`config.mk`:
```
export PLATFORM = sky130hd
export DESIGN_NAME = wdt_recovery_seq
export DESIGN_NICKNAME = d
export VERILOG_FILES = /design/src/rtl/rcv_pkg.sv /design/src/rtl/rcv_cause_latch.sv /design/src/rtl/rcv_policy_reg.sv /design/src/rtl/rcv_ctrl.sv /design/src/rtl/wdt_recovery_seq.sv
export SDC_FILE = /design/constraint.sdc
export NUM_CORES = 1
export LEC_CHECK = 0
export BUFFER_PORTS_ARGS = -buffer_cell sky130_fd_sc_hd__buf_2
export CORE_MARGIN = 2
export CORE_UTILIZATION = 42
export DETAILED_ROUTE_END_ITERATION = 10
export PLACE_DENSITY = 0.73
export SYNTH_ARGS = -nofsm -noshare
export SYNTH_HDL_FRONTEND = slang
export SYNTH_HIERARCHICAL = 1
export SYNTH_SLANG_ARGS = --single-unit
```
`constraint.sdc`:
```
create_clock -name clk -period 1.5 [get_ports clk]
set_input_delay 0 -clock clk [delete_from_list [all_inputs] [get_ports clk]]
set_output_delay 0 -clock clk [all_outputs]
set_load 0.01 [all_outputs]
```
`src/rtl/rcv_pkg.sv`:
```
package rcv_pkg;

  typedef enum logic [1:0] {
    POL_COLD   = 2'b00,
    POL_WARM   = 2'b01,
    POL_REMOTE = 2'b10
  } policy_e;

  typedef enum logic [2:0] {
    S_IDLE,
    S_HOLD,
    S_ERASE,
    S_CONFIG,
    S_LOAD,
    S_RELEASE,
    S_FAULT
  } seq_state_e;

  typedef enum logic [1:0] {
    IMG_CURRENT = 2'b00,
    IMG_NEXT    = 2'b01,
    IMG_FACTORY = 2'b10
  } img_src_e;

  // Unused code 11 falls back to the cold policy.
  function automatic policy_e decode_policy(input logic [1:0] code);
    case (code)
      2'b01:   return POL_WARM;
      2'b10:   return POL_REMOTE;
      default: return POL_COLD;
    endcase
  endfunction

endpackage

```
`src/rtl/rcv_cause_latch.sv`:
```
module rcv_cause_latch #(
  parameter int N_WDT = 4
) (
  input  logic             clk,
  input  logic             rst_n,
  input  logic             capture,
  input  logic [N_WDT-1:0] req,
  output logic             any_req,
  output logic [N_WDT-1:0] cause
);

  logic [N_WDT:0]   seen_below;
  logic [N_WDT-1:0] pick;

  assign seen_below[0] = 1'b0;

  // Lowest index wins when several timers expire together.
  for (genvar g = 0; g < N_WDT; g++) begin : g_prio
    assign pick[g]         = req[g] & ~seen_below[g];
    assign seen_below[g+1] = seen_below[g] | req[g];
  end

  assign any_req = seen_below[N_WDT];

  always_ff @(posedge clk or negedge rst_n) begin
    if (!rst_n)       cause <= '0;
    else if (capture) cause <= pick;
  end

endmodule

```
`src/rtl/rcv_policy_reg.sv`:
```
module rcv_policy_reg
  import rcv_pkg::*;
(
  input  logic       clk,
  input  logic       rst_n,
  input  logic       capture,
  input  logic [1:0] policy_sel,
  input  logic       app_img_valid,
  output policy_e    policy,
  output img_src_e   remote_src
);

  always_ff @(posedge clk or negedge rst_n) begin
    if (!rst_n) begin
      policy     <= POL_COLD;
      remote_src <= IMG_FACTORY;
    end else if (capture) begin
      policy     <= decode_policy(policy_sel);
      remote_src <= app_img_valid ? IMG_NEXT : IMG_FACTORY;
    end
  end

endmodule

```
`src/rtl/rcv_ctrl.sv`:
```
module rcv_ctrl
  import rcv_pkg::*;
(
  input  logic       clk,
  input  logic       rst_n,
  input  logic       trig_any,
  input  policy_e    policy,
  input  img_src_e   remote_src,
  input  logic       ldr_done,
  input  logic       ldr_ok,
  input  logic       fab_done,
  input  logic       fab_ok,
  output logic       capture,
  output seq_state_e state,
  output logic       ldr_req,
  output logic       fab_req,
  output logic       fab_op,
  output img_src_e   img_sel,
  output logic       cpu_rst,
  output logic       seq_done,
  output logic       seq_err
);

  seq_state_e nxt;

  assign capture = (state == S_IDLE) && trig_any;

  always_comb begin
    nxt = state;
    case (state)
      S_IDLE:    if (trig_any) nxt = S_HOLD;
      S_HOLD: begin
        case (policy)
          POL_WARM:   nxt = S_RELEASE;
          POL_REMOTE: nxt = S_ERASE;
          default:    nxt = S_LOAD;
        endcase
      end
      S_ERASE:   if (fab_done) nxt = fab_ok ? S_CONFIG  : S_FAULT;
      S_CONFIG:  if (fab_done) nxt = fab_ok ? S_LOAD    : S_FAULT;
      S_LOAD:    if (ldr_done) nxt = ldr_ok ? S_RELEASE : S_FAULT;
      S_RELEASE: nxt = S_IDLE;
      S_FAULT:   nxt = S_FAULT;
      default:   nxt = S_FAULT;
    endcase
  end

  always_ff @(posedge clk or negedge rst_n) begin
    if (!rst_n) state <= S_IDLE;
    else        state <= nxt;
  end

  always_comb begin
    img_sel = IMG_CURRENT;
    if (state == S_ERASE || state == S_CONFIG)
      img_sel = remote_src;
    else if (state == S_LOAD && policy == POL_REMOTE)
      img_sel = remote_src;
  end

  assign ldr_req  = (state == S_LOAD);
  assign fab_req  = (state == S_ERASE) || (state == S_CONFIG);
  assign fab_op   = (state == S_CONFIG);
  assign cpu_rst  = (state != S_IDLE) && (state != S_RELEASE);
  assign seq_done = (state == S_RELEASE);
  assign seq_err  = (state == S_FAULT);

endmodule

```
`src/rtl/wdt_recovery_seq.sv`:
```
module wdt_recovery_seq
  import rcv_pkg::*;
#(
  parameter int N_WDT = 4
) (
  input  logic             clk,
  input  logic             rst_n,
  input  logic [N_WDT-1:0] wdt_req,
  input  logic [1:0]       policy_sel,
  input  logic             app_img_valid,
  output logic             ldr_req,
  output logic [1:0]       ldr_src,
  input  logic             ldr_done,
  input  logic             ldr_ok,
  output logic             fab_req,
  output logic             fab_op,
  output logic [1:0]       fab_src,
  input  logic             fab_done,
  input  logic             fab_ok,
  output logic             cpu_rst,
  output logic             seq_done,
  output logic             seq_err,
  output logic [N_WDT-1:0] wdt_cause
);

  logic       capture;
  logic       trig_any;
  policy_e    policy_q;
  img_src_e   remote_src;
  img_src_e   img_sel;
  seq_state_e seq_state;

  rcv_cause_latch #(.N_WDT(N_WDT)) u_cause (
    .clk     (clk),
    .rst_n   (rst_n),
    .capture (capture),
    .req     (wdt_req),
    .any_req (trig_any),
    .cause   (wdt_cause)
  );

  rcv_policy_reg u_policy (
    .clk           (clk),
    .rst_n         (rst_n),
    .capture       (capture),
    .policy_sel    (policy_sel),
    .app_img_valid (app_img_valid),
    .policy        (policy_q),
    .remote_src    (remote_src)
  );

  rcv_ctrl u_ctrl (
    .clk        (clk),
    .rst_n      (rst_n),
    .trig_any   (trig_any),
    .policy     (policy_q),
    .remote_src (remote_src),
    .ldr_done   (ldr_done),
    .ldr_ok     (ldr_ok),
    .fab_done   (fab_done),
    .fab_ok     (fab_ok),
    .capture    (capture),
    .state      (seq_state),
    .ldr_req    (ldr_req),
    .fab_req    (fab_req),
    .fab_op     (fab_op),
    .img_sel    (img_sel),
    .cpu_rst    (cpu_rst),
    .seq_done   (seq_done),
    .seq_err    (seq_err)
  );

  assign ldr_src = img_sel;
  assign fab_src = img_sel;

endmodule

```
======== After elaboration in Yosys (flattened, before gate mapping) ========
Index checks and enable logic that the tools add are counted.
storage, ports and cells
  bits of input ports ..................... 13
  register bits after elaboration ......... 11
operators by class
  bitwise logic cells ..................... 9
  eq/ne operators ......................... 15
  reduce and logical (&&, ||, !) cells .... 7
  muxes and demuxes ....................... 13
operators with widths
  cell                                                  count
  case mux 3 bit (6 select lines)                       1
  2-to-1 mux 3 bit                                      5
  2-to-1 mux 2 bit                                      5
  equality test 3 bit (second input constant)           3
  equality test 3 x 2 -> 1 bit (second input constant)  2
  != test 2 x 1 -> 1 bit (second input constant)        3
  case mux 3 bit (2 select lines)                       1
  equality test 2 x 1 -> 1 bit (second input constant)  2
  equality test 2 bit (second input constant)           2
  case mux 2 bit (2 select lines)                       1
  AND reduction 4 bit                                   1
  AND 1 bit                                             3
  equality test 3 x 1 -> 1 bit (second input constant)  1
  logical AND 1 bit                                     3
  zero test 3 bit                                       1
  != test 3 bit (second input constant)                 1
  NOT 1 bit                                             3
  bitwise OR 1 bit                                      3
  nonzero test 3 bit                                    1
  != test 2 bit (second input constant)                 1
  logical OR 1 bit                                      1

======== Longest topological paths before layout ========
Gate-level depths: netlist of run 1.
  word-level depth ........................ 5
  gate-level depth with buffers ........... 5
  depth with buffers taken out ............ 5

======== Cells and area by module ========
Netlist of run 1, hierarchy kept.
by module, submodules not included
  module            sequential area each (µm²)  area an instance (µm²)  instances  cells an instance
  rcv_ctrl          75.1                        340.3                   1          41
  rcv_cause_latch   100.1                       170.2                   1          15
  rcv_policy_reg    101.3                       162.7                   1          13
  wdt_recovery_seq  0.0                         15.0                    1          2

======== Worst setup path before layout of run 1 ========
No wires, ideal clock.
  kind .................................... flip-flop to flip-flop
  start ................................... register u_ctrl.state[2]
  end ..................................... register u_cause.cause[0]
  setup slack ............................. 27 ps
  arrival ................................. 1,348 ps
  data required time ...................... 1,375 ps
  buffers on the path ..................... 1
  period minus slack after synthesis ...... 1,473 ps
  stages on the path, launching flop included .. 5
  library setup time ...................... 125 ps
  path through ............................ dfrtp_1 buf_6 nor2b_1 and2_1 mux2_2
on the way
  longest elaborated chain between the ends .. 2
RTL lines
  what                    line                    text
  start, declared         rcv_ctrl.sv:14          output seq_state_e state,
  start signal, assigned  rcv_ctrl.sv:50          else state <= nxt;
  zero test 3 bit         rcv_ctrl.sv:26          assign capture = (state == S_IDLE) && trig_any;
  logical AND 1 bit       rcv_ctrl.sv:26
  named net capture       wdt_recovery_seq.sv:26  logic capture;
  end signal, assigned    rcv_cause_latch.sv:27   else if (capture) cause <= pick;
  end, declared           rcv_cause_latch.sv:9    output logic [N_WDT-1:0] cause
The timed path passes the listed nets, and every way through them passes these cells.
A chain may end at the register's enable or synchronous reset.

======== Final worst setup path of run 1 ========
  start ................................... register u_ctrl.state[2]
  end ..................................... register u_cause.cause[3]
The elaborated chain is that of the path after synthesis.

==> metrics.txt, run 1 <==
# TYPE chip_impl_metric gauge
chip_impl_info{name="outcome",value="finished, final reports clean"} 1
chip_impl_info{name="endpoint_kind",value="flop"} 1
chip_impl_metric{name="synth_seq_area_share",unit=""} 0.4018
chip_impl_metric{name="grt_max_degree",unit=""} 14
chip_impl_metric{name="postSynthNetCount",unit=""} 84
chip_impl_metric{name="final.period_utilization",unit=""} 0.9509
chip_impl_metric{name="grt_util_all_layers",unit=""} 0.1931
chip_impl_metric{name="power.share.combinational",unit=""} 0.549
chip_impl_metric{name="critical_path.max_fanout",unit=""} 5
chip_impl_metric{name="p_per_area",unit="mW/mm²"} 1630
chip_impl_metric{name="drive_above_1_share",unit=""} 0.4273
chip_impl_metric{name="fin_skew",unit="ns"} 0.0005583
chip_impl_metric{name="post_synth.cell_area_avg",unit="µm²"} 9.692
chip_impl_metric{name="finalSetupViolations",unit=""} 0
chip_impl_info{name="startpoint_type",value="flop"} 1
chip_impl_metric{name="antenna_found_initial",unit=""} 0
chip_impl_metric{name="dieHeight",unit="µm"} 44.48
chip_impl_metric{name="design.final.nets",unit=""} 124
chip_impl_metric{name="detailroute.via_count",unit=""} 682
chip_impl_metric{name="cp.arrival",unit="ns"} 1.56
chip_impl_info{name="r2r-start",value="u_ctrl/state[2]$_DFFE_PN0P_"} 1
chip_impl_info{name="cts_root_buffer",value="sky130_fd_sc_hd__clkbuf_4"} 1
chip_impl_metric{name="cellInternalPower",unit="µW"} 969.1
chip_impl_info{name="worstReg2RegEnd",value="u_cause/cause[3]$_DFFE_PN0P_"} 1
chip_impl_metric{name="core.rowCount",unit=""} 14
chip_impl_metric{name="timing_hold_violations_final",unit=""} 0
chip_impl_metric{name="final_antenna_net_count",unit=""} 0
chip_impl_metric{name="layout_min_cycle_time",unit="ns"} 1.426
chip_impl_metric{name="filler_cell_count",unit=""} 123
chip_impl_metric{name="synthDistinctLibCells",unit=""} 33
chip_impl_metric{name="worst_ir_drop_vdd",unit="V"} 0.0009535
chip_impl_metric{name="worst_ep_required_time",unit="ns"} 1.63
chip_impl_metric{name="ioPinCount",unit=""} 27
chip_impl_metric{name="yosys.area_share.simple",unit=""} 0.2745
chip_impl_metric{name="final_core_util",unit=""} 0.6346
chip_impl_metric{name="route.final.wire_length",unit="µm"} 1703
chip_impl_metric{name="synthCells",unit=""} 71
chip_impl_metric{name="firstDrtPassIters",unit=""} 4
chip_impl_info{name="worstPathCellList",value="nor2b_1, and2_2, buf_4, nand2_1, o41ai_1"} 1
chip_impl_metric{name="grt_util_met3",unit=""} 0.02857
chip_impl_metric{name="fp.dieArea",unit="mm²"} 0.001978
chip_impl_metric{name="cellLeakagePower",unit="nW"} 0.4617
chip_impl_metric{name="core",unit="mm²"} 0.001524
chip_impl_metric{name="synth_xor_area_frac",unit=""} 0
chip_impl_metric{name="antennaDiodeCount",unit=""} 0
chip_impl_metric{name="avgRoutedWirePerCell",unit="µm"} 13.52
chip_impl_metric{name="cpPeakStageDelay",unit="ns"} 0.40
chip_impl_metric{name="yosys.area_share.adder",unit=""} 0
chip_impl_metric{name="slew_worst_pin",unit="ns"} 0.3607
chip_impl_metric{name="floorplan.die.width",unit="µm"} 44.48
chip_impl_metric{name="number_of_drc_markers_after_the_initial_detailed_route_iteration",unit=""} 22
chip_impl_metric{name="vias_per_cell",unit=""} 5.413
chip_impl_metric{name="cts_htree_levels",unit=""} 1
chip_impl_metric{name="clk_transition_reported_paths",unit="ns"} 0.06
chip_impl_info{name="worst-setup-path-type",value="reg -> reg"} 1
chip_impl_metric{name="post-cts-setup-buffers",unit=""} 0
chip_impl_metric{name="final_max_slew_viol_count",unit=""} 0
chip_impl_metric{name="net-switching-power",unit="µW"} 607.8
chip_impl_metric{name="fmax",unit="MHz"} 701.1
chip_impl_metric{name="detailedPlace.worstSlack",unit="ns"} 0.02359
chip_impl_metric{name="final_critical_path_setup_slack",unit="ns"} 0.07362
chip_impl_info{name="critical_path.slowest_cell",value="sky130_fd_sc_hd__dfrtp_1"} 1
chip_impl_metric{name="finalSetupTns",unit="ns"} 0
chip_impl_info{name="worst_hold_startpoint",value="policy_sel[0]"} 1
chip_impl_metric{name="seqPwrFrac",unit=""} 0.328
chip_impl_metric{name="drc",unit=""} 0
chip_impl_metric{name="dp_hpwl",unit="µm"} 1154
chip_impl_metric{name="vias_in_the_first_global_route",unit=""} 656
chip_impl_info{name="hold_path.class",value="in -> reg"} 1
chip_impl_metric{name="cap_viol_max_count",unit=""} 0
chip_impl_metric{name="slew_headroom",unit=""} 0.7564
chip_impl_metric{name="r2r_cell_count",unit=""} 5
chip_impl_metric{name="power.share.clock",unit=""} 0.123
chip_impl_metric{name="buffer_ports.inserted",unit=""} 26
chip_impl_metric{name="worst_hold_path.num_cells",unit=""} 3
chip_impl_metric{name="r2r_setup_slack",unit="ns"} 0.07
chip_impl_metric{name="synth-compound-area-share",unit=""} 0.1673
chip_impl_info{name="busiest_metal_layer_after_global_routing",value="met2"} 1
chip_impl_metric{name="netlist_area",unit="µm²"} 688.2
chip_impl_metric{name="cts_buffer_depth",unit=""} 2
chip_impl_metric{name="clkLatencyLatePin",unit="ns"} 0.26
chip_impl_metric{name="portion_of_netlist_area_occupied_by_mux_cells",unit=""} 0.05273
chip_impl_metric{name="postSynthRegisterBits",unit=""} 11
chip_impl_metric{name="clock_sink_count",unit=""} 11
chip_impl_info{name="worst_hold_path.endpoint",value="u_policy/policy[1]$_DFFE_PN0P_"} 1
chip_impl_info{name="main_combinational_cell_family_by_area_after_synthesis",value="simple AND/OR/NAND/NOR gates"} 1
chip_impl_metric{name="grt_remaining_overflow",unit=""} 0
chip_impl_metric{name="power_switching_share",unit=""} 0.3855
chip_impl_metric{name="effective_utilization_at_floorplan",unit=""} 0.4516
chip_impl_metric{name="grt_pass1_wl",unit="µm"} 2711
chip_impl_metric{name="cts_inserted_buffers",unit=""} 3
chip_impl_info{name="grt_setup_unrepaired",value="false"} 1
chip_impl_metric{name="met2_usage",unit=""} 0.3101
chip_impl_info{name="clock_tree_from_tritoncts",value="built"} 1
chip_impl_metric{name="warnings_synthesis",unit=""} 6
chip_impl_metric{name="final_replace_weighted_congestion",unit=""} 0.7677
chip_impl_metric{name="global_route.usage.met1",unit=""} 0.2251
chip_impl_metric{name="area.growth.synth_to_final",unit="%"} 40.55
layout make-up:
class,count,area (µm²),area share
clock buffers,4,26.28,0.02717
inverters,7,26.28,0.02717
multi-input cells,48,364.1,0.3765
flip-flops and latches,11,276.5,0.2859
well taps,16,20.02,0.02070
repair buffers,40,254.0,0.2626
power by group through the flow:
| stage | logic, mW | registers [mW] | clock network [mW] |
|---|---|---|---|
| after floorplan | 0.556 | 0.529 | 0 |
| after detailed placement | 0.803 | 0.519 | 0 |
| after global placement | 0.788 | 0.514 | 0 |
| after global routing | 0.949 | 0.536 | 0.223 |
| after CTS | 0.817 | 0.514 | 0.204 |
| final | 0.866 | 0.517 | 0.194 |
sequential cells by signal, indices dropped and copies added, names as in the netlist:
register and count:
u_policy/remote_src 2, u_cause/cause 4, u_ctrl/state 3, u_policy/policy 2
worst max-delay path, delay by kind of cell, from the launching register on:
kind | cells | cell delay [ns]
simple gates | 3 | 0.42
buf+inv | 1 | 0.16
flops | 1 | 0.40
compound gates | 1 | 0.32
timing repair:
| action | in CTS | in global routing |
|---|---|---|
| endpoints found under the hold margin | 16 | 0 |
| hold buffers | 6 | 0 |
| setup endpoints to repair | 0 | 7 |
| resized for setup | 0 | 6 |
layout by cell type (no fill, tap or decap), types with 2 or more instances in the layout:
master,Yosys,final
sky130_fd_sc_hd__inv_1,7,7
sky130_fd_sc_hd__o21ai_0,4,4
sky130_fd_sc_hd__nand2b_1,2,2
sky130_fd_sc_hd__and2_1,4,3
sky130_fd_sc_hd__dlygate4sd3_1,0,6
sky130_fd_sc_hd__clkbuf_4,0,3
sky130_fd_sc_hd__buf_4,3,7
sky130_fd_sc_hd__dfrtp_1,10,10
sky130_fd_sc_hd__nor2b_1,8,7
sky130_fd_sc_hd__nor2_1,2,2
sky130_fd_sc_hd__nand2_1,2,2
sky130_fd_sc_hd__o21ai_1,2,2
sky130_fd_sc_hd__nor3b_1,2,2
sky130_fd_sc_hd__buf_2,0,26
sky130_fd_sc_hd__nand3b_1,3,3
routing by layer:
metal,vias to the layer above,share of wire
met4,0,0.041
met3,12,0.059
li1,328,-
met1,304,0.43
met5,-,0
met2,38,0.47
Yosys cell counts:
cell type                    n  share of area
sky130_fd_sc_hd__and3b_1     1          0.013
sky130_fd_sc_hd__nor3_1      1         0.0073
sky130_fd_sc_hd__buf_6       2          0.033
sky130_fd_sc_hd__buf_4       3          0.033
sky130_fd_sc_hd__a311oi_1    1          0.013
sky130_fd_sc_hd__a2bb2oi_2   1          0.022
sky130_fd_sc_hd__dfstp_2     1          0.038
sky130_fd_sc_hd__o21ai_1     2          0.015
sky130_fd_sc_hd__inv_1       7          0.038
sky130_fd_sc_hd__o41ai_1     1          0.013
sky130_fd_sc_hd__nand4b_1    1          0.013
sky130_fd_sc_hd__or3_1       1         0.0091
sky130_fd_sc_hd__mux2_2      1          0.016
sky130_fd_sc_hd__nand3b_1    3          0.033
sky130_fd_sc_hd__and2_1      4          0.036
sky130_fd_sc_hd__a41oi_1     1          0.013
sky130_fd_sc_hd__and3_1      1         0.0091
sky130_fd_sc_hd__nor2_2      1         0.0091
sky130_fd_sc_hd__o21bai_1    1          0.011
sky130_fd_sc_hd__o32ai_1     1          0.013
sky130_fd_sc_hd__a21oi_1     1         0.0073
sky130_fd_sc_hd__mux2_4      1          0.022
sky130_fd_sc_hd__nor2_1      2          0.011
sky130_fd_sc_hd__a221oi_2    1          0.022
sky130_fd_sc_hd__nand2_1     2          0.011
sky130_fd_sc_hd__mux2i_1     1          0.015
sky130_fd_sc_hd__nor3b_1     2          0.022
sky130_fd_sc_hd__nand2b_1    2          0.018
sky130_fd_sc_hd__o211ai_1    1          0.011
sky130_fd_sc_hd__dfrtp_1    10           0.36
sky130_fd_sc_hd__o21ai_0     4          0.029
sky130_fd_sc_hd__nor2b_1     8          0.073
sky130_fd_sc_hd__or4_1       1          0.011
metrics by stage:
stage / instances / cell area, µm² / total power, mW / hold WS [ns]
finish: 126 / 967.2 / 1.577 / 0.02090
global route: 126 / 967.2 / 1.707 / 0.0009102
CTS: 126 / 939.7 / 1.535 / 0.0001347
detailed placement: 116 / 853.3 / 1.321 / -0.1182
global placement: 116 / 853.3 / 1.302 / -0.1170
floorplan: 71 / 688.2 / 1.086 / -0.2956
worst max-delay path by stage:
stage,start,endpoint,slack [ns]
after CTS,u_ctrl/state[1]$_DFFE_PN0P_,fab_src[1],0.04
after global routing,u_ctrl/state[2]$_DFFE_PN0P_,cpu_rst,0.004
after detailed placement,wdt_req[1],u_policy/policy[0]$_DFFE_PN0P_,0.02
after floorplan,u_ctrl/state[2]$_DFFE_PN0P_,u_cause/cause[0]$_DFFE_PN0P_,0.03
final,u_ctrl/state[2]$_DFFE_PN0P_,u_cause/cause[3]$_DFFE_PN0P_,0.07
after global placement,wdt_req[1],u_policy/policy[1]$_DFFE_PN0P_,0.06
logic make-up (layout without fill, tap and decap cells):
kind of cell	after synthesis	after routing
compound gates	15	15
buf+inv	12	51
flops	11	11
mux	3	3
simple gates	30	30
Note: power is estimated with default switching activity, not from simulation.
==> run 2: changes to the inputs <==
Settings changed: CORE_UTILIZATION 42 to 35, PLACE_DENSITY 0.73 to not set, SKIP_CTS_REPAIR_TIMING set to 1.
==> run 2 against run 1 <==
  * The run now ends with negative hold slack left
  * Clock power grew 2%
  * Combinational power shrank 2.3%
  * Cell area grew 0.13%
  * First-iteration DRC count shrank 82%
  * Sequential share of layout area is essentially flat
  * Clock skew grew 0.00070 ns
==> metrics.txt, run 2 (same netlist as run 1, synthesis figures left out) <==
# TYPE chip_impl_metric gauge
chip_impl_metric{name="core.rowCount",unit=""} 16
chip_impl_metric{name="totalPowerFinal",unit="mW"} 1.565
chip_impl_info{name="leading_cell_types_in_the_layout_fill_and_taps_excluded",value="sky130_fd_sc_hd__buf_2 (26), sky130_fd_sc_hd__dfrtp_1 (10), sky130_fd_sc_hd__inv_1 (7), sky130_fd_sc_hd__nor2b_1 (7), sky130_fd_sc_hd__buf_4 (6)"} 1
chip_impl_metric{name="dp.cells",unit=""} 127
chip_impl_metric{name="cellLeakagePower",unit="nW"} 0.4504
chip_impl_metric{name="avgRoutedWirePerCell",unit="µm"} 11.46
chip_impl_metric{name="vias_per_cell",unit=""} 4.618
chip_impl_metric{name="route.final.wire_length",unit="µm"} 1558
chip_impl_metric{name="worst_ep_required_time",unit="ns"} 1.50
chip_impl_info{name="cts_root_buffer",value="sky130_fd_sc_hd__clkbuf_4"} 1
chip_impl_metric{name="firstDrtPassIters",unit=""} 4
chip_impl_metric{name="detailroute.via_count",unit=""} 628
chip_impl_metric{name="largest_register_ffs",unit=""} 4
chip_impl_metric{name="slew_headroom",unit=""} 0.8174
chip_impl_metric{name="area.growth.synth_to_final",unit="%"} 40.73
chip_impl_metric{name="drive_above_1_share",unit=""} 0.4220
chip_impl_info{name="mostFrequentLayoutCell",value="sky130_fd_sc_hd__buf_2"} 1
chip_impl_metric{name="final_antenna_net_count",unit=""} 0
chip_impl_metric{name="detailedPlace.worstSlack",unit="ns"} -0.01331
chip_impl_info{name="top_regs",value="u_cause/cause x4, u_ctrl/state x3"} 1
chip_impl_metric{name="final_core_util",unit=""} 0.5092
chip_impl_metric{name="grt_remaining_overflow",unit=""} 0
chip_impl_info{name="clock_tree_from_tritoncts",value="built"} 1
chip_impl_metric{name="floorplan.die.width",unit="µm"} 48.34
chip_impl_metric{name="grt_pass1_wl",unit="µm"} 2352
chip_impl_metric{name="dieHeight",unit="µm"} 48.34
chip_impl_metric{name="antennaDiodeCount",unit=""} 0
chip_impl_info{name="violations_in_the_final_reports",value="negative hold slack"} 1
chip_impl_metric{name="fin_skew",unit="ns"} 0.001256
chip_impl_metric{name="grt_max_degree",unit=""} 14
chip_impl_metric{name="final.period_utilization",unit=""} 0.9401
chip_impl_metric{name="cap_viol_max_count",unit=""} 0
chip_impl_metric{name="cts_inserted_buffers",unit=""} 3
chip_impl_metric{name="buffer_ports.inserted",unit=""} 26
chip_impl_metric{name="power_switching_share",unit=""} 0.3848
chip_impl_metric{name="final_critical_path_setup_slack",unit="ns"} 0.08984
chip_impl_metric{name="final_replace_weighted_congestion",unit=""} 0.7149
chip_impl_metric{name="core",unit="mm²"} 0.001902
chip_impl_metric{name="clock_sink_count",unit=""} 11
chip_impl_metric{name="design.final.nets",unit=""} 123
chip_impl_metric{name="fp.dieArea",unit="mm²"} 0.002337
chip_impl_metric{name="cellInternalPower",unit="µW"} 962.8
chip_impl_info{name="startpoint_type",value="flop"} 1
chip_impl_metric{name="worst_ir_drop_vdd",unit="V"} 0.0008513
chip_impl_info{name="worst-setup-path-type",value="reg -> out"} 1
chip_impl_metric{name="cts_buffer_depth",unit=""} 2
chip_impl_info{name="endpoint_kind",value="output pin"} 1
chip_impl_metric{name="cp.arrival",unit="ns"} 1.41
chip_impl_metric{name="fmax",unit="MHz"} 709.1
chip_impl_metric{name="cts_htree_levels",unit=""} 1
chip_impl_info{name="largest_register",value="u_cause/cause"} 1
chip_impl_metric{name="vias_in_the_first_global_route",unit=""} 550
chip_impl_metric{name="number_of_drc_markers_after_the_initial_detailed_route_iteration",unit=""} 4
chip_impl_metric{name="antenna_found_initial",unit=""} 0
chip_impl_metric{name="timing.hold.ws",unit="ns"} -0.02352
chip_impl_metric{name="clk_transition_reported_paths",unit="ns"} 0.07
chip_impl_metric{name="final_max_slew_viol_count",unit=""} 0
chip_impl_metric{name="timing_hold_violations_final",unit=""} 1
chip_impl_metric{name="grt_util_all_layers",unit=""} 0.1333
chip_impl_metric{name="drc",unit=""} 0
chip_impl_metric{name="p_per_area",unit="mW/mm²"} 1616
chip_impl_metric{name="net-switching-power",unit="µW"} 602.3
chip_impl_metric{name="r2r_setup_slack",unit="ns"} 0.16
chip_impl_metric{name="finalSetupViolations",unit=""} 0
chip_impl_metric{name="seqPwrFrac",unit=""} 0.333
chip_impl_metric{name="effective_utilization_at_floorplan",unit=""} 0.3618
chip_impl_metric{name="slew_worst_pin",unit="ns"} 0.2703
chip_impl_metric{name="layout_min_cycle_time",unit="ns"} 1.410
chip_impl_metric{name="critical_path.max_fanout",unit=""} 12
chip_impl_metric{name="stdcell_count",unit=""} 136
chip_impl_info{name="hold_path.class",value="in -> reg"} 1
chip_impl_metric{name="ioPinCount",unit=""} 27
chip_impl_metric{name="clkLatencyLatePin",unit="ns"} 0.26
chip_impl_info{name="outcome",value="finished, violations left"} 1
chip_impl_metric{name="dp_hpwl",unit="µm"} 1201
chip_impl_metric{name="power.share.combinational",unit=""} 0.541
chip_impl_metric{name="power.share.clock",unit=""} 0.127
chip_impl_info{name="grt_setup_unrepaired",value="false"} 1
[run 2: changes by cell type in the layout (fill, tap and decap cells not counted), sizes merged]
cell,change
dlygate4sd3,-1
[run 2: worst paths after layout]
kind	start	to	depth (start not counted)
worst min-delay path	policy_sel[0]	u_policy/policy[0]$_DFFE_PN0P_	3
worst max register to register	u_ctrl/state[2]$_DFFE_PN0P_	u_cause/cause[3]$_DFFE_PN0P_	5
worst min register to register	u_policy/remote_src[1]$_DFFE_PN1P_	u_policy/remote_src[1]$_DFFE_PN1P_	2
max in group asynchronous	rst_n	u_policy/remote_src[1]$_DFFE_PN1P_	2
min in group asynchronous	rst_n	u_policy/policy[1]$_DFFE_PN0P_	2
worst max-delay path	u_ctrl/state[2]$_DFFE_PN0P_	cpu_rst	4
[run 2: stage by stage]
| stage | cell area [µm²] | TNS [ns] |
|---|---|---|
| after floorplan | 688.2 | 0 |
| final | 968.4 | 0 |
| after detailed placement | 867.1 | -0.02028 |
| after global routing | 968.4 | 0 |
| after global placement | 867.1 | 0 |
| after CTS | 893.4 | 0 |
[run 2: per-layer routing]
layer  vias up  global-route usage  wire [µm]
li1        326                   -          -
met4         0             0.08571         16
met3         2             0.02469         82
met5         -                   0          0
met2        19              0.2060        732
met1       281              0.1716        726
[run 2: cell type report]
type | instances | area [µm²]
inverter | 7 | 26.28
fill | 182 | 933.4
tap | 27 | 33.78
timing repair buffer | 39 | 247.7
clock buffer | 4 | 26.28
sequential | 11 | 276.5
multi-input combinational | 48 | 357.8
[run 2: power by group through the flow]
stage | sequential (mW) | clock, mW | combinational [mW]
3_3_place_gp | 0.522 | 0 | 0.790
5_1_grt | 0.544 | 0.217 | 0.921
6_report | 0.521 | 0.198 | 0.846
4_1_cts | 0.519 | 0.209 | 0.808
3_5_place_dp | 0.522 | 0 | 0.806
2_1_floorplan | 0.529 | 0 | 0.556
[run 2: critical path, cell delays in order (launching register included)]
cell and delay [ns]:
sky130_fd_sc_hd__dfrtp_1 0.39, sky130_fd_sc_hd__buf_6 0.15, sky130_fd_sc_hd__nor2b_1 0.13, sky130_fd_sc_hd__or3_1 0.33, sky130_fd_sc_hd__buf_2 0.14
==> run 3: changes to the inputs <==
--- a/config.mk
+++ b/config.mk
@@ -10,2 +10,3 @@
 export CORE_UTILIZATION = 35
+export CTS_BUF_LIST = sky130_fd_sc_hd__clkbuf_4 sky130_fd_sc_hd__clkbuf_8 sky130_fd_sc_hd__clkbuf_16
 export DETAILED_ROUTE_END_ITERATION = 10
==> constraint.sdc (replaced) <==
create_clock -name clk -period 1.5 [get_ports clk]
set_input_delay 0.075 -clock clk [delete_from_list [all_inputs] [get_ports clk]]
set_output_delay 0.075 -clock clk [all_outputs]
set_load 0.005 [all_outputs]
==> run 3 against run 2 <==
  * The flow now finishes without violations
  * Core utilization is 2.1 points higher
  * Wire length up 2.8%
  * First-iteration DRC count grew to 3.5 times the previous value
  * Combinational power is 9.5% higher
  * Total power rose by 6.6%
  * Clock power rose by 10%
  * Worst hold slack improved by 0.036 ns
  * Setup slack got worse by 0.055 ns
  * Sequential power increased by 0.8%
  * Flip-flop and latch count unchanged
  * Register-to-register slack barely moved
  * Via count increased by 4.9%
  * Highest routed layer unchanged
==> metrics.txt, run 3 (same netlist as run 1, synthesis figures left out) <==
# TYPE chip_impl_metric gauge
chip_impl_info{name="mostFrequentLayoutCell",value="sky130_fd_sc_hd__buf_2"} 1
chip_impl_info{name="worstPathCellList",value="buf_6, nor2b_4, or3_1, buf_2"} 1
chip_impl_metric{name="fin_skew",unit="ns"} 0.001228
chip_impl_info{name="r2r-start",value="u_ctrl/state[2]$_DFFE_PN0P_"} 1
chip_impl_metric{name="grt_remaining_overflow",unit=""} 0
chip_impl_metric{name="drc",unit=""} 0
chip_impl_metric{name="cts_inserted_buffers",unit=""} 3
chip_impl_info{name="critical_path.slowest_cell",value="sky130_fd_sc_hd__dfrtp_1"} 1
chip_impl_metric{name="antenna_found_initial",unit=""} 0
chip_impl_metric{name="clkLatencyLatePin",unit="ns"} 0.26
chip_impl_metric{name="finalSetupTns",unit="ns"} 0
chip_impl_info{name="hold_path.class",value="in -> reg"} 1
chip_impl_metric{name="cts_htree_levels",unit=""} 1
chip_impl_metric{name="largest_register_ffs",unit=""} 4
chip_impl_metric{name="stdcell_count",unit=""} 140
chip_impl_metric{name="grt_max_degree",unit=""} 14
chip_impl_metric{name="timing_hold_violations_final",unit=""} 0
chip_impl_metric{name="clock_sink_count",unit=""} 11
chip_impl_metric{name="cts_buffer_depth",unit=""} 2
chip_impl_info{name="cts_root_buffer",value="sky130_fd_sc_hd__clkbuf_4"} 1
chip_impl_info{name="critical_path.startpoint",value="u_ctrl/state[2]$_DFFE_PN0P_"} 1
chip_impl_info{name="clock_tree_from_tritoncts",value="built"} 1
chip_impl_metric{name="fp.dieArea",unit="mm²"} 0.002337
chip_impl_metric{name="dp_hpwl",unit="µm"} 1177
chip_impl_metric{name="final_max_slew_viol_count",unit=""} 0
chip_impl_info{name="top_regs",value="u_cause/cause x4, u_ctrl/state x3"} 1
chip_impl_metric{name="dp.cells",unit=""} 128
chip_impl_info{name="worst-setup-path-type",value="reg -> out"} 1
chip_impl_metric{name="clk_transition_reported_paths",unit="ns"} 0.07
chip_impl_metric{name="vias_per_cell",unit=""} 4.707
chip_impl_metric{name="antennaDiodeCount",unit=""} 0
chip_impl_metric{name="core.rowCount",unit=""} 16
chip_impl_info{name="leading_cell_types_in_the_layout_fill_and_taps_excluded",value="sky130_fd_sc_hd__buf_2 (26), sky130_fd_sc_hd__dfrtp_1 (10), sky130_fd_sc_hd__buf_4 (10), sky130_fd_sc_hd__inv_1 (7)"} 1
chip_impl_metric{name="critical_path.max_fanout",unit=""} 7
chip_impl_metric{name="vias_in_the_first_global_route",unit=""} 552
chip_impl_metric{name="slew_headroom",unit=""} 0.8299
chip_impl_metric{name="worst_ep_required_time",unit="ns"} 1.42
chip_impl_metric{name="detailroute.via_count",unit=""} 659
chip_impl_metric{name="cp.arrival",unit="ns"} 1.39
chip_impl_metric{name="final.period_utilization",unit=""} 0.9767
chip_impl_metric{name="r2r_setup_slack",unit="ns"} 0.15
chip_impl_metric{name="avgRoutedWirePerCell",unit="µm"} 11.44
chip_impl_info{name="outcome",value="finished, final reports clean"} 1
chip_impl_metric{name="grt_pass1_wl",unit="µm"} 2373
chip_impl_metric{name="path_buf_inv",unit=""} 2
chip_impl_metric{name="final_design_area_no_fill",unit="mm²"} 0.001008
chip_impl_info{name="grt_setup_unrepaired",value="true"} 1
chip_impl_info{name="largest_register",value="u_cause/cause"} 1
chip_impl_metric{name="drive_above_1_share",unit=""} 0.4867
chip_impl_metric{name="cpPeakStageDelay",unit="ns"} 0.41
chip_impl_metric{name="number_of_drc_markers_after_the_initial_detailed_route_iteration",unit=""} 14
chip_impl_metric{name="cell_area_placed",unit="µm²"} 874.6
chip_impl_info{name="worst_hold_startpoint",value="wdt_req[2]"} 1
chip_impl_metric{name="final_replace_weighted_congestion",unit=""} 0.7395
chip_impl_metric{name="core",unit="mm²"} 0.001902
chip_impl_metric{name="grt_util_all_layers",unit=""} 0.1316
chip_impl_metric{name="route.final.wire_length",unit="µm"} 1601
chip_impl_metric{name="buffer_ports.inserted",unit=""} 26
chip_impl_metric{name="dieHeight",unit="µm"} 48.34
chip_impl_info{name="endpoint_kind",value="output pin"} 1
chip_impl_metric{name="area.growth.synth_to_final",unit="%"} 46.55
chip_impl_metric{name="layout_min_cycle_time",unit="ns"} 1.465
chip_impl_metric{name="ioPinCount",unit=""} 27
chip_impl_metric{name="timing.hold.ws",unit="ns"} 0.01255
chip_impl_metric{name="design.final.nets",unit=""} 127
chip_impl_metric{name="effective_utilization_at_floorplan",unit=""} 0.3618
chip_impl_info{name="crit_family",value="simple AND/OR/NAND/NOR gates"} 1
chip_impl_metric{name="cellLeakagePower",unit="nW"} 0.4820
chip_impl_metric{name="finalSetupViolations",unit=""} 0
chip_impl_metric{name="cap_viol_max_count",unit=""} 0
chip_impl_metric{name="fmax",unit="MHz"} 682.6
chip_impl_info{name="startpoint_type",value="flop"} 1
chip_impl_metric{name="floorplan.die.width",unit="µm"} 48.34
chip_impl_metric{name="final_antenna_net_count",unit=""} 0
chip_impl_metric{name="firstDrtPassIters",unit=""} 5
chip_impl_metric{name="filler_cell_count",unit=""} 192
chip_impl_metric{name="slew_worst_pin",unit="ns"} 0.2518
chip_impl_metric{name="worst_ir_drop_vdd",unit="V"} 0.0009405
chip_impl_metric{name="p_per_area",unit="mW/mm²"} 1654
==> run 3: changes by cell type in the layout (fill, tap and decap cells not counted), sizes merged <==
cell,previous run,this run
buf,34,41
dlygate4sd3,5,2
==> run 3: path summary, 6_finish.rpt <==
path | to | cells after the start
max in group asynchronous | u_policy/remote_src[1]$_DFFE_PN1P_ | 2
setup / recovery | cpu_rst | 4
hold reg to reg | u_policy/remote_src[1]$_DFFE_PN1P_ | 2
setup reg to reg | u_cause/cause[3]$_DFFE_PN0P_ | 5
hold / removal | u_cause/cause[3]$_DFFE_PN0P_ | 2
min in group asynchronous | u_policy/policy[1]$_DFFE_PN0P_ | 2
==> run 3: stage by stage <==
stage	power, mW	setup WS (ns)	util
5_1_grt	1.793	-0.009314	0.5303
2_1_floorplan	1.030	0.02347	-
4_1_cts	1.490	-0.02508	0.4757
3_5_place_dp	1.266	-0.06786	0.4599
6_report	1.668	0.03502	0.5303
3_3_place_gp	1.256	-0.01456	0.4599
==> run 3: cell type report <==
class / count / area [µm²] / share of cell area
Clock buffer: 4 / 30.03 / 0.02978
Inverter: 7 / 26.28 / 0.02605
Multi-Input combinational cell: 48 / 360.3 / 0.3573
Sequential cell: 11 / 276.5 / 0.2742
Tap cell: 27 / 33.78 / 0.03350
Timing Repair Buffer: 43 / 281.5 / 0.2792
==> run 3: routing by layer <==
layer  vias to the layer above  routed length [µm]  global-route usage
li1                        333                   -                   -
met1                       300                 785              0.1687
met2                        24                 705              0.2037
met3                         2                  94             0.03395
met4                         0                  16             0.07143
met5                         -                   0                   0
==> run 3: power breakdown <==
part	switching [mW]	leakage, nW	internal, mW	total, mW
Combinational	0.390	0.330	0.536	0.926
Sequential	0.0940	0.133	0.431	0.525
Clock	0.0967	0.0184	0.121	0.218
Total	0.580	0.482	1.09	1.67
==> run 3: worst reg2reg max path, stage by stage, from the launching register on <==
cell	delay (ns)
sky130_fd_sc_hd__dfrtp_1	0.41
sky130_fd_sc_hd__nor2b_1	0.16
sky130_fd_sc_hd__and2_1	0.24
sky130_fd_sc_hd__buf_4	0.16
sky130_fd_sc_hd__nand2_1	0.05
sky130_fd_sc_hd__o41ai_1	0.22
